===== src/rtl/wdt_pkg.sv =====
package wdt_pkg;

    localparam int BYTE_W = 8;

    localparam logic [BYTE_W-1:0] KEY_COUNT = 8'h5A;
    localparam logic [BYTE_W-1:0] KEY_CTRL  = 8'hA5;

    // control byte bit positions (software-visible layout)
    localparam int POS_FLAG  = 7;
    localparam int POS_MODE  = 6;
    localparam int POS_RUN   = 5;
    localparam int POS_RTYPE = 4;
    localparam int POS_TSEL  = 3;

    typedef enum logic [1:0] {
        FLG_CLEAR = 2'd0,
        FLG_SET   = 2'd1,
        FLG_ARMED = 2'd2
    } flag_state_e;

endpackage


===== src/rtl/wdt_prescaler.sv =====
module wdt_prescaler #(
    parameter int PRE_W = 8,
    parameter int SEL_W = 3
) (
    input  logic             clk,
    input  logic             rst_n,
    input  logic             run,
    input  logic [SEL_W-1:0] sel,
    output logic             tick
);
    localparam int RATES = 1 << SEL_W;

    logic [PRE_W-1:0] pre_q;
    logic [RATES-1:0] rate_hit;

    always_ff @(posedge clk or negedge rst_n) begin
        if (!rst_n)      pre_q <= '0;
        else if (!run)   pre_q <= '0;
        else             pre_q <= pre_q + 1'b1;
    end

    // rate g fires when the low g+1 prescaler bits are all ones
    for (genvar g = 0; g < RATES; g++) begin : g_rate
        assign rate_hit[g] = &pre_q[g:0];
    end

    assign tick = run & rate_hit[sel];

    // for any rate slower than divide-by-2, ticks are never adjacent
    assert_tick_spacing_R5: assert property (@(posedge clk) disable iff (!rst_n)
        (tick && sel != '0) |=> (!tick || sel != $past(sel)));

endmodule


===== src/rtl/wdt_counter.sv =====
module wdt_counter import wdt_pkg::*; (
    input  logic              clk,
    input  logic              rst_n,
    input  logic              run,
    input  logic              tick,
    input  logic              load,
    input  logic [BYTE_W-1:0] load_val,
    output logic [BYTE_W-1:0] cnt_q,
    output logic              wrap
);
    assign wrap = run && tick && !load && (cnt_q == '1);

    always_ff @(posedge clk or negedge rst_n) begin
        if (!rst_n)      cnt_q <= '0;
        else if (!run)   cnt_q <= '0;
        else if (load)   cnt_q <= load_val;
        else if (tick)   cnt_q <= cnt_q + 1'b1;
    end

    // with no tick and no load a running count holds
    assert_cnt_hold_R4: assert property (@(posedge clk) disable iff (!rst_n)
        (run && !tick && !load) |=> $stable(cnt_q));

    // a wrap always leaves zero behind
    assert_wrap_zero_R6: assert property (@(posedge clk) disable iff (!rst_n)
        wrap |=> (cnt_q == '0));

endmodule


===== src/rtl/wdt_flag_fsm.sv =====
module wdt_flag_fsm import wdt_pkg::*; (
    input  logic clk,
    input  logic rst_n,
    input  logic set_evt,
    input  logic rd_evt,
    input  logic clr_evt,
    output logic flag
);
    flag_state_e state_q, state_d;

    always_ff @(posedge clk or negedge rst_n) begin
        if (!rst_n) state_q <= FLG_CLEAR;
        else        state_q <= state_d;
    end

    always_comb begin
        state_d = state_q;
        if (set_evt) begin
            state_d = FLG_SET;
        end else begin
            unique case (state_q)
                FLG_CLEAR: state_d = FLG_CLEAR;
                FLG_SET:   if (rd_evt)  state_d = FLG_ARMED;
                FLG_ARMED: if (clr_evt) state_d = FLG_CLEAR;
                default:   state_d = FLG_CLEAR;
            endcase
        end
    end

    always_comb begin
        unique case (state_q)
            FLG_CLEAR: flag = 1'b0;
            FLG_SET:   flag = 1'b1;
            FLG_ARMED: flag = 1'b1;
            default:   flag = 1'b0;
        endcase
    end

    // a wrap always leaves the flag set, even against a clearing write
    assert_set_wins_R8: assert property (@(posedge clk) disable iff (!rst_n)
        set_evt |=> flag);

    // the flag cannot drop without first being read
    assert_no_blind_clear_R7: assert property (@(posedge clk) disable iff (!rst_n)
        (state_q == FLG_SET) |=> flag);

endmodule


===== src/rtl/wdog_itimer.sv =====
module wdog_itimer import wdt_pkg::*; #(
    parameter int PRE_W = 8,
    parameter int SEL_W = 3
) (
    input  logic                clk,
    input  logic                rst_n,
    input  logic                wr_en,
    input  logic [2*BYTE_W-1:0] wr_data,
    input  logic                rd_en,
    input  logic                rd_sel,
    output logic [BYTE_W-1:0]   rd_data,
    output logic                int_req,
    output logic                rst_req,
    output logic                nmi_req,
    output logic                rst_type
);
    logic [BYTE_W-1:0] key;
    logic [BYTE_W-1:0] low;
    logic              wr_count, wr_ctrl, rd_ctrl, clr_evt;
    logic [POS_FLAG-1:0] ctrl_q;
    logic              run, tick, wrap, flag;
    logic [BYTE_W-1:0] cnt;

    assign key      = wr_data[2*BYTE_W-1:BYTE_W];
    assign low      = wr_data[BYTE_W-1:0];
    assign wr_count = wr_en && (key == KEY_COUNT);
    assign wr_ctrl  = wr_en && (key == KEY_CTRL);
    assign rd_ctrl  = rd_en && rd_sel;
    assign clr_evt  = wr_ctrl && !low[POS_FLAG];
    assign run      = ctrl_q[POS_RUN];

    always_ff @(posedge clk or negedge rst_n) begin
        if (!rst_n)       ctrl_q <= '0;
        else if (wr_ctrl) ctrl_q <= low[POS_FLAG-1:0];
    end

    wdt_prescaler #(.PRE_W(PRE_W), .SEL_W(SEL_W)) u_pre (
        .clk  (clk),
        .rst_n(rst_n),
        .run  (run),
        .sel  (ctrl_q[SEL_W-1:0]),
        .tick (tick)
    );

    wdt_counter u_cnt (
        .clk     (clk),
        .rst_n   (rst_n),
        .run     (run),
        .tick    (tick),
        .load    (wr_count),
        .load_val(low),
        .cnt_q   (cnt),
        .wrap    (wrap)
    );

    wdt_flag_fsm u_flag (
        .clk    (clk),
        .rst_n  (rst_n),
        .set_evt(wrap),
        .rd_evt (rd_ctrl),
        .clr_evt(clr_evt),
        .flag   (flag)
    );

    always_ff @(posedge clk or negedge rst_n) begin
        if (!rst_n) begin
            int_req <= 1'b0;
            rst_req <= 1'b0;
            nmi_req <= 1'b0;
        end else begin
            int_req <= wrap && !ctrl_q[POS_MODE];
            rst_req <= wrap &&  ctrl_q[POS_MODE] &&  ctrl_q[POS_TSEL];
            nmi_req <= wrap &&  ctrl_q[POS_MODE] && !ctrl_q[POS_TSEL];
        end
    end

    assign rd_data  = rd_sel ? {flag, ctrl_q} : cnt;
    assign rst_type = ctrl_q[POS_RTYPE];

    // never more than one request line at a time
    assert_one_request_R10: assert property (@(posedge clk) disable iff (!rst_n)
        $onehot0({int_req, rst_req, nmi_req}));

    // a write without the control key leaves the control byte alone
    assert_ctrl_key_R3: assert property (@(posedge clk) disable iff (!rst_n)
        (wr_en && key != KEY_CTRL) |=> $stable(ctrl_q));

endmodule


===== config.mk =====
export PLATFORM = sky130hd
export DESIGN_NAME = wdog_itimer
export DESIGN_NICKNAME = d
export VERILOG_FILES = /design/src/rtl/wdt_pkg.sv /design/src/rtl/wdt_prescaler.sv /design/src/rtl/wdt_counter.sv /design/src/rtl/wdt_flag_fsm.sv /design/src/rtl/wdog_itimer.sv
export SDC_FILE = /design/constraint.sdc
export NUM_CORES = 1
export LEC_CHECK = 0
export ABC_AREA = 1
export BUFFER_PORTS_ARGS = -buffer_cell sky130_fd_sc_hd__buf_2
export CAP_MARGIN = 30
export CORE_MARGIN = 10
export CORE_UTILIZATION = 40
export DETAILED_ROUTE_END_ITERATION = 12
export PLACE_DENSITY = 0.66
export SETUP_SLACK_MARGIN = 0.15
export SLEW_MARGIN = 40
export SYNTH_ARGS = -nofsm -noshare
export SYNTH_HDL_FRONTEND = slang
export SYNTH_SLANG_ARGS = --single-unit

===== constraint.sdc =====
create_clock -name clk -period 3.5 [get_ports clk]
set_input_delay 0.175 -clock clk [delete_from_list [all_inputs] [get_ports clk]]
set_output_delay 0.175 -clock clk [all_outputs]
set_load 0.02 [all_outputs]

**After elaboration in Yosys (flattened, before gate mapping)**

Cells that the tools add are included.
Widths: inputs -> output; s select.

- Register bits after elaboration: 28
- Bits of input ports: 21
- Output and inout port bits: 12
- Word-level logic and storage cells: 55

- $add $sub $neg: 2
- Magnitude comparators: 1
- Eq/ne operators: 8
- Muxes and demuxes: 12
- Bitwise gates (word level): 1
- Reduce and logical (&&, ||, !) cells: 24

Operators with widths:

| cell | number |
|---|---|
| $mux 8 | 5 |
| $add 8x1->8 const B | 2 |
| $eq 8x8->1 const B | 2 |
| $logic_and 1x1->1 | 11 |
| $eq 8x7->1 const B | 1 |
| $reduce_and 8->1 | 1 |
| $reduce_and 7->1 | 1 |
| $mux 2 | 3 |
| $ne 3x3->1 const B | 2 |
| $reduce_and 6->1 | 1 |
| $reduce_and 5->1 | 1 |
| $logic_not 1->1 | 4 |
| $lt 3x4->1 const B | 1 |
| $pmux 2 s2 | 1 |
| $reduce_and 2->1 | 2 |
| $reduce_and 4->1 | 1 |
| $bmux 1 s3 | 1 |
| $ne 3x1->1 const B | 1 |
| $reduce_and 3->1 | 1 |
| $eq 2x1->1 const B | 1 |
| $eq 2x2->1 const B | 1 |
| $mux 1 | 2 |
| $reduce_or 2->1 | 1 |
| $and 1x1->1 | 1 |

**Logic depth before layout (Yosys ltp)**

Gate-level depths: netlist of run 1.

- Depth in word-level cells: 9
- Depth in mapped cells: 14
- Mapped depth without buffers: 14

**Cells and area by module**

From an unflattened synthesis of run 1, not the netlist that was laid out.

- Cells, all modules: 242
- Area, all modules: 1804.2 um2

Modules (own cells, without submodules):

| module | times used | cells an instance | area an instance (um2) | seq. area each (um2) |
|---|---|---|---|---|
| wdt_counter | 1 | 87 | 596.8 | 200.2 |
| wdog_itimer | 1 | 66 | 590.6 | 250.2 |
| wdt_prescaler | 1 | 70 | 481.7 | 200.2 |
| wdt_flag_fsm | 1 | 19 | 135.1 | 50.0 |

**Worst setup path before layout of run 1**

Ideal clock, no wire load.

- Path kind: register -> register
- Start point: register u_pre.pre_q[0]
- End point: register u_cnt.cnt_q[7]
- Setup time: 117 ps
- Arrival: 1532 ps
- Required time: 3383 ps
- Setup slack: 1851 ps
- Stages on the path, launching flop included: 15
- Path buffers: 0
- Clock period less this slack: 1649 ps
- Cell sequence: dfrtp_1 -> ha_1 -> inv_1 -> nor2_2 -> ha_1 -> nor2_1 -> nand2_1 -> nand3_2 -> nor2_4 -> nand2_4 -> nand2_8 -> nand2_4 -> nor2_2 -> nand2_1 -> nand2_1

- Longest elaborated chain between the ends: 5
- Elaborated cells between the ends (all ways): 11
- Those cells by class: eq/ne: 1; mux: 2; bitwise: 1; reduce/logical: 7

Ends and longest elaborated chain:

| what | RTL line | source |
|---|---|---|
| start: declaration | wdt_prescaler.sv:13 | `logic [PRE_W-1:0] pre_q;` |
| start signal: assignment | wdt_prescaler.sv:19 | `else pre_q <= pre_q + 1'b1;` |
| $reduce_and 8->1 (tied with other cells) | wdt_prescaler.sv:24 | `assign rate_hit[g] = &pre_q[g:0];` |
| $bmux 1 s3 (*) | wdt_prescaler.sv:27 | `assign tick = run & rate_hit[sel];` |
| $mux 1 (implied by the code) (*) | wdt_prescaler.sv:27 |  |
| $and 1x1->1 (*) | wdt_prescaler.sv:27 |  |
| $ne 3x1->1 (no source line) (*) | -- |  |
| end signal: assignment | wdt_counter.sv:16 | `else if (load) cnt_q <= load_val;` |
| end signal: assignment | wdt_counter.sv:17 | `else if (tick) cnt_q <= cnt_q + 1'b1;` |
| end: declaration | wdt_counter.sv:8 | `output logic [BYTE_W-1:0] cnt_q,` |

Every way passes the cells marked *; elsewhere a longest branch is shown, timed or not. The select of a mux whose other input is x is not followed.
A chain may end at the register's enable or synchronous reset.

**Final worst setup path of run 1**

Ends and elaborated chain as after synthesis.

==> results.tsv, run 1 <==
metric	value	unit
status	finished, final reports clean	
grt_pass1_wl	6.50	mm
stdcell_area	0.00189	mm²
drtPass1Iterations	4	
core	0.00397	mm²
postSynthNetCount	239	
fin_crit	1.90	ns
path_max_fanout	9	
hpwl	2.86	mm
tightest_slew	0.620	ns
synth.avg_cell_area	7.65	µm²
grt_usage	10.8	%
seq_area	701	µm²
placed_area	0.00183	mm²
hold_ws	0.135	ns
drive_gt1_share	19.6	%
wirelength	3.73	mm
synth_cells	212	
vias_per_cell	4.74	
syn_to_final_growth	16.7	%
cts_setup_buffers	0	
initial_utilization	40.9	%
numCtsBuffers	3	
syn_area	0.00162	mm²
post-route-util	47.7	%
rows	23	
htree_levels	1	
netlist-cell-type-count	23	
ir_drop	0.282	mV
synth_seq_cells	28	
max-slew-margin-rel	58.7	%
p_per_area	520	mW/mm²
multi_input_area	792	µm²
cts-root-buf	clkbuf_8	
fmax	525	MHz
crit_type	reg -> reg	
yosysWarnings	0	
die_area	0.00700	mm²
crit_arrival	2.13	ns
die_h	83.7	µm
setup_tns	0	ns
clkSinkCount	28	
worstHoldPathCells	2	
io_buffers	32	
antenna_found_initial	0	
hp-class	in -> reg	
finalCritPeriodShare	54.4	%
skew	0.00203	ns
top_level_ports	33	
nets	273	
reg2reg_depth	14	
rsz0062_at_grt	no	
clk_latency	0.28	ns
drtAntennaViolNets	0	
drt_iter0_markers	74	
antenna_cells	0	
grt_start_max_net_pins	29	
vias	1398	
required	3.72	ns
cpPeakStageDelay	0.41	ns
setup_viol	0	
crit_top_cell	nand2_1	
tritoncts	built	
max_cap_viol_count	0	
hold_viol	0	
globalplace.congestion	0.803	
cp_cell_sequence	ha_1 > inv_1 > nor2_2 > ha_1 > nor2_1 > nand2_1 > nand3_2 > nor2_4 > nand2_4 > nand2_8 > nand2_4 > nor2_2 > nand2_1 > nand2_1	
clk_pin_slew_worst_paths	0.09	ns
crit_slowest_cell	dfrtp_1	
seq_area_frac_synth	43.2	%
grt_overflow_total	0	
drv_slew	0	
grt_pass1_vias	1437	
fillCellCount	414	
cp-end-kind	flip-flop	
worstSetupStartpointType	flip-flop	
p_leak	1.01	nW
cts_max_path_buffers	2	
die_w	83.7	µm
drc_errors	0	
wl_per_cell	12.6	µm
==> kinds of logic (layout without fill, tap and decap cells) <==
group | Yosys count | after routing | share of synthesized area (%)
flops | 28 | 28 | 43.2
compound gates | 40 | 40 | 13.0
mux | 3 | 3 | 2.08
xor+xnor | 1 | 1 | 0.540
fa+ha+maj | 6 | 6 | 4.63
buf+inv | 34 | 67 | 8.02
simple gates | 100 | 100 | 28.5
==> registers in the layout, summed over array words and instances, names as in the netlist <==
register,flops
u_cnt.cnt_q,8
u_flag.state_q,2
u_pre.pre_q,8
nmi_req,1
rst_req,1
ctrl_q,7
int_req,1
==> power breakdown <==
group          leakage [nW]  switching [mW]  internal [mW]
Combinational         0.626           0.198          0.131
Clock                0.0288           0.102          0.101
Sequential            0.359          0.0592          0.394
Total                  1.01           0.359          0.626
==> layout make-up <==
| class | count | area share (%) |
|---|---|---|
| Timing Repair Buffer | 33 | 8.99 |
| Clock buffer | 4 | 2.91 |
| Sequential cell | 28 | 37.0 |
| Inverter | 30 | 5.95 |
| Multi-Input combinational cell | 150 | 41.8 |
| Tap cell | 50 | 3.30 |
==> cells in the final DEF, fill, tap and decap left out <==
master	netlist	layout
nand2_4	2	2
o21ai_1	1	1
nand3b_1	1	1
nand2_1	50	50
nor3_1	3	3
inv_1	30	30
a21oi_1	9	9
o22ai_1	7	7
xnor2_1	1	1
nand3_2	3	3
nand4_1	2	2
dfrtp_1	28	28
ha_1	6	6
nor2_4	1	1
a211oi_1	1	1
clkbuf_8	0	4
nand3_1	10	10
o21ai_0	22	22
nor2_1	25	25
dlygate4sd3_1	0	1
nor2_2	2	2
mux2_2	3	3
nand2_8	1	1
buf_2	2	32
==> metrics by stage <==
step,setup slack (ns),std cells,power (mW)
6_report,1.60,295,0.985
4_1_cts,1.59,295,0.996
3_5_place_dp,1.63,290,0.790
2_1_floorplan,1.85,212,0.691
3_3_place_gp,1.73,290,0.782
5_1_grt,1.40,295,1.07
==> worst paths after layout <==
check,slack [ns],from,endpoint
worst max-delay path,1.60,u_pre.pre_q[0]$_DFF_PN0_,u_cnt.cnt_q[7]$_DFFE_PN0P_
worst min-delay path,0.13,wr_data[4],ctrl_q[4]$_DFFE_PN0N_
worst max register to register,1.60,u_pre.pre_q[0]$_DFF_PN0_,u_cnt.cnt_q[7]$_DFFE_PN0P_
min in group asynchronous,0.44,rst_n,u_pre.pre_q[7]$_DFF_PN0_
max in group asynchronous,2.65,rst_n,ctrl_q[1]$_DFFE_PN0N_
worst min register to register,0.45,ctrl_q[3]$_DFFE_PN0N_,nmi_req$_DFF_PN0_
==> worst max-delay path: cells and delay by family, from the launching register on <==
kind,cells,cell delay [ns]
and+or+nand+nor,11,1.00
adders and majority gates,2,0.38
buffers and inverters,1,0.07
DFF,1,0.41
==> timing repair <==
item                      in CTS  in global routing
resized for setup              0                  0
hold endpoints to repair      28                  0
hold buffers                   1                  0
==> Yosys cell counts, drive strengths merged <==
master	count	share of area [%]
o22ai	7	2.7
nor2	28	7.2
xnor2	1	0.54
nand3b	1	0.46
nand3	13	4.9
nand4	2	0.77
nor3	3	0.92
a21oi	9	2.8
buf	2	0.62
clkbuf	2	0.46
a211oi	1	0.46
nand2	53	14
ha	6	4.6
inv	30	6.9
o21ai	23	7.1
dfrtp	28	43
mux2	3	2.1
==> routing by layer <==
layer  share of wire [%]  up-vias  GRT usage, %
li1                    -      750             -
met1                  49      620          13.6
met2                  46       23          17.4
met3                 3.8        5          2.54
met4                 1.6        0          4.11
met5                   0        -             0
No activity file was read; power rests on OpenSTA's default activity.
==> run 2: changes to the inputs <==
--- a/config.mk
+++ b/config.mk
@@ -5,7 +5,7 @@
 export SDC_FILE = /design/constraint.sdc
 export NUM_CORES = 1
 export LEC_CHECK = 0
-export ABC_AREA = 1
+export ABC_AREA = 0
 export BUFFER_PORTS_ARGS = -buffer_cell sky130_fd_sc_hd__buf_2
 export CAP_MARGIN = 30
 export CORE_MARGIN = 10
==> constraint.sdc (replaced) <==
create_clock -name clk -period 1.85 [get_ports clk]
set_input_delay 0.0925 -clock clk [delete_from_list [all_inputs] [get_ports clk]]
set_output_delay 0.0925 -clock clk [all_outputs]
set_load 0.02 [all_outputs]
==> run 2 against run 1 <==
Compared with the run above: synthesized cell count decreased by 25%; sequential cell count unchanged; clock power increased by 88%; highest routed layer unchanged; largest cell class unchanged; non-clock buffer count increased by 19; maximum frequency decreased by 11%; the flow now finishes with violations (setup timing); critical endpoint is now u_cnt.cnt_q[0]$_DFFE_PN0P_; worst hold slack got worse by 0.075 ns; routed wire length increased by 19%; first-iteration DRC count increased by 110%; die area increased by 0.59%.
==> results.tsv, run 2 <==
metric	value	unit
p_leak	0.996	nW
yosys.area.top_type	dfrtp_1	
skew	0.00900	ns
wirelength	4.44	mm
status	finished with violations	
core	0.00397	mm²
setup_tns	-2.23	ns
multi_input_area	950	µm²
synth_top_family_by_area	simple AND/OR/NAND/NOR gates	
ir_drop	0.235	mV
syn_area	0.00164	mm²
synth.avg_cell_area	10.2	µm²
fin_crit	2.14	ns
finalCritPeriodShare	116	%
cts_max_path_buffers	2	
grt_start_max_net_pins	29	
netlist-cell-type-count	40	
crit_slowest_cell	or4b_4	
synth_top_area_share	42.8	%
fillCellCount	342	
max_cap_viol_count	0	
grt_pass1_wl	7.79	mm
nets	237	
finalWorstSetupSlack	-0.288	ns
die_w	83.9	µm
fmax	468	MHz
postSynthNetCount	187	
wl_per_cell	17.1	µm
grt_pass1_vias	1622	
drtPass1Iterations	4	
antenna_found_initial	0	
globalplace.congestion	0.936	
drive_gt1_share	40.7	%
synth_seq_cells	28	
async_flop_share	100	%
power.total	1.13	mW
wl_met3	284	µm
final_cells	259	
synth_most_common_cell	dfrtp_1	
grt_overflow_total	0	
synth_xor_area_share	2.68	%
io_buffers	32	
dpl.cell_count	248	
worstSetupStartpointType	flip-flop	
drt_iter0_markers	159	
antenna_cells	0	
die_area	0.00705	mm²
crit_type	reg -> reg	
drv_slew	0	
ys_top_cells_by_area	dfrtp_1 43%, mux2_2 9.6%, ha_1 4.6%	
synthTopCellsByCount	28 x dfrtp_1, 14 x mux2_2, 11 x nor2_1	
violations	setup timing	
hp-class	in -> reg	
max-slew-margin-rel	57.2	%
wl_met2	2.15	mm
hpwl	3.11	mm
tritoncts	built	
rows	23	
initial_utilization	41.2	%
clkSinkCount	28	
seq_area_frac_synth	42.8	%
synth-simple-area-share	24.1	%
top_level_ports	33	
cts-root-buf	clkbuf_8	
required	2.04	ns
syn_to_final_growth	28.6	%
wl_met1	1.90	mm
synth-main-ff-cell	dfrtp_1	
mostFrequentLayoutCells	32 x buf_2, 28 x dfrtp_1, 19 x buf_4	
numCtsBuffers	3	
die_h	83.9	µm
drtAntennaViolNets	0	
synth_cells	160	
yosysWarnings	0	
clk_pin_slew_worst_paths	0.10	ns
tightest_slew	0.643	ns
cp-end-kind	flip-flop	
path_max_fanout	5	
clk_latency	0.28	ns
grt_usage	12.9	%
yosys.area_share.adder	4.59	%
topRoutingLayerUsed	met4	
final_common_cell	buf_2	
hold_viol	0	
p_per_area	538	mW/mm²
rsz0062_at_grt	yes	
reg_top3	u_cnt.cnt_q (8), u_pre.pre_q (8), ctrl_q (7)	
drc_errors	0	
post-route-util	53.0	%
vias_per_cell	5.70	
synth_edf_count	0	
crit_arrival	2.32	ns
vias	1476	
synthMuxAreaShare	10.9	%
synth_compound_area_share	10.6	%
cp_cell_sequence	ha_2 > and3_4 > ha_4 > or4b_4 > o211a_4 > and4_4 > xnor2_2 > a211oi_1	
setup_viol	13	
htree_levels	1	
cpPeakStageDelay	0.48	ns
seq_area	701	µm²
==> run 2: changes by cell type after synthesis, moves of 6 or more <==
cell / previous run / this run
nand2_1: 50 / 10
inv_1: 30 / 6
o21ai_0: 22 / 7
nor2_1: 25 / 11
mux2_2: 3 / 14
a21oi_1: 9 / 2
o22ai_1: 7 / 0
or3_1: 0 / 6
==> run 2: cell type report <==
cell class / instances / area share, %
well taps: 50 / 2.97
multi-input cells: 119 / 45.2
flip-flops and latches: 28 / 33.3
inverters: 6 / 1.07
clock buffers: 4 / 2.62
repair buffers: 52 / 14.9
==> run 2: critical path, delay by kind of cell (launching register included) <==
kind                       cells  cell delay (ns)
AOI/OAI and AO/OA              2             0.37
adders and majority gates      2             0.35
xor gates and xnor gates       1             0.13
DFF                            1             0.39
and+or+nand+nor                3             0.82
==> run 2: final timing paths <==
path                                                from                    endpoint  slack, ns  cells after the start
worst max-delay path            u_pre.pre_q[1]$_DFF_PN0_  u_cnt.cnt_q[0]$_DFFE_PN0P_      -0.29                      8
max in group asynchronous                          rst_n  u_cnt.cnt_q[0]$_DFFE_PN0P_       1.07                      2
worst max register to register  u_pre.pre_q[1]$_DFF_PN0_  u_cnt.cnt_q[0]$_DFFE_PN0P_      -0.29                      8
worst min register to register     ctrl_q[6]$_DFFE_PN0N_           int_req$_DFF_PN0_       0.49                      1
worst min-delay path                          wr_data[5]       ctrl_q[5]$_DFFE_PN0N_       0.06                      2
min in group asynchronous                          rst_n  u_cnt.cnt_q[7]$_DFFE_PN0P_       0.36                      2
==> run 2: cell families (layout without fill, tap and decap cells) <==
family | count (synthesis) | after routing
buf+inv | 14 | 62
xor+xnor | 5 | 5
compound gates | 24 | 24
simple gates | 67 | 68
mux | 16 | 16
flops | 28 | 28
fa+ha+maj | 6 | 6
==> run 2: stage by stage <==
step / setup slack (ns) / hold slack [ns] / instance area [µm²]
3_5_place_dp: -0.263 / 0.153 / 1940
4_1_cts: -0.286 / 0.0539 / 2060
6_report: -0.288 / 0.0591 / 2100
2_1_floorplan: -0.308 / -0.203 / 1660
5_1_grt: -0.343 / 0.0599 / 2100
3_3_place_gp: -0.211 / 0.152 / 1940
==> run 2: power by group <==
group,internal [mW],total (mW),switching (mW)
combinational,0.0528,0.120,0.0668
clock,0.191,0.381,0.191
sequential,0.620,0.630,0.0105
==> run 2: routing by layer <==
layer  GRT usage, %  up-vias
met1           15.7      705
li1               -      694
met2           21.3       65
met4           4.87        0
met3           2.93       12
met5              0        -
==> run 2: repair_timing <==
item                                   CTS  global route
endpoints found under the hold margin   28             0
gates cloned                             1             0
resized for setup                        7             3
pin swaps                                6             5
hold buffers                             1             0
setup endpoints to repair               13            13
buffers inserted                         1             4
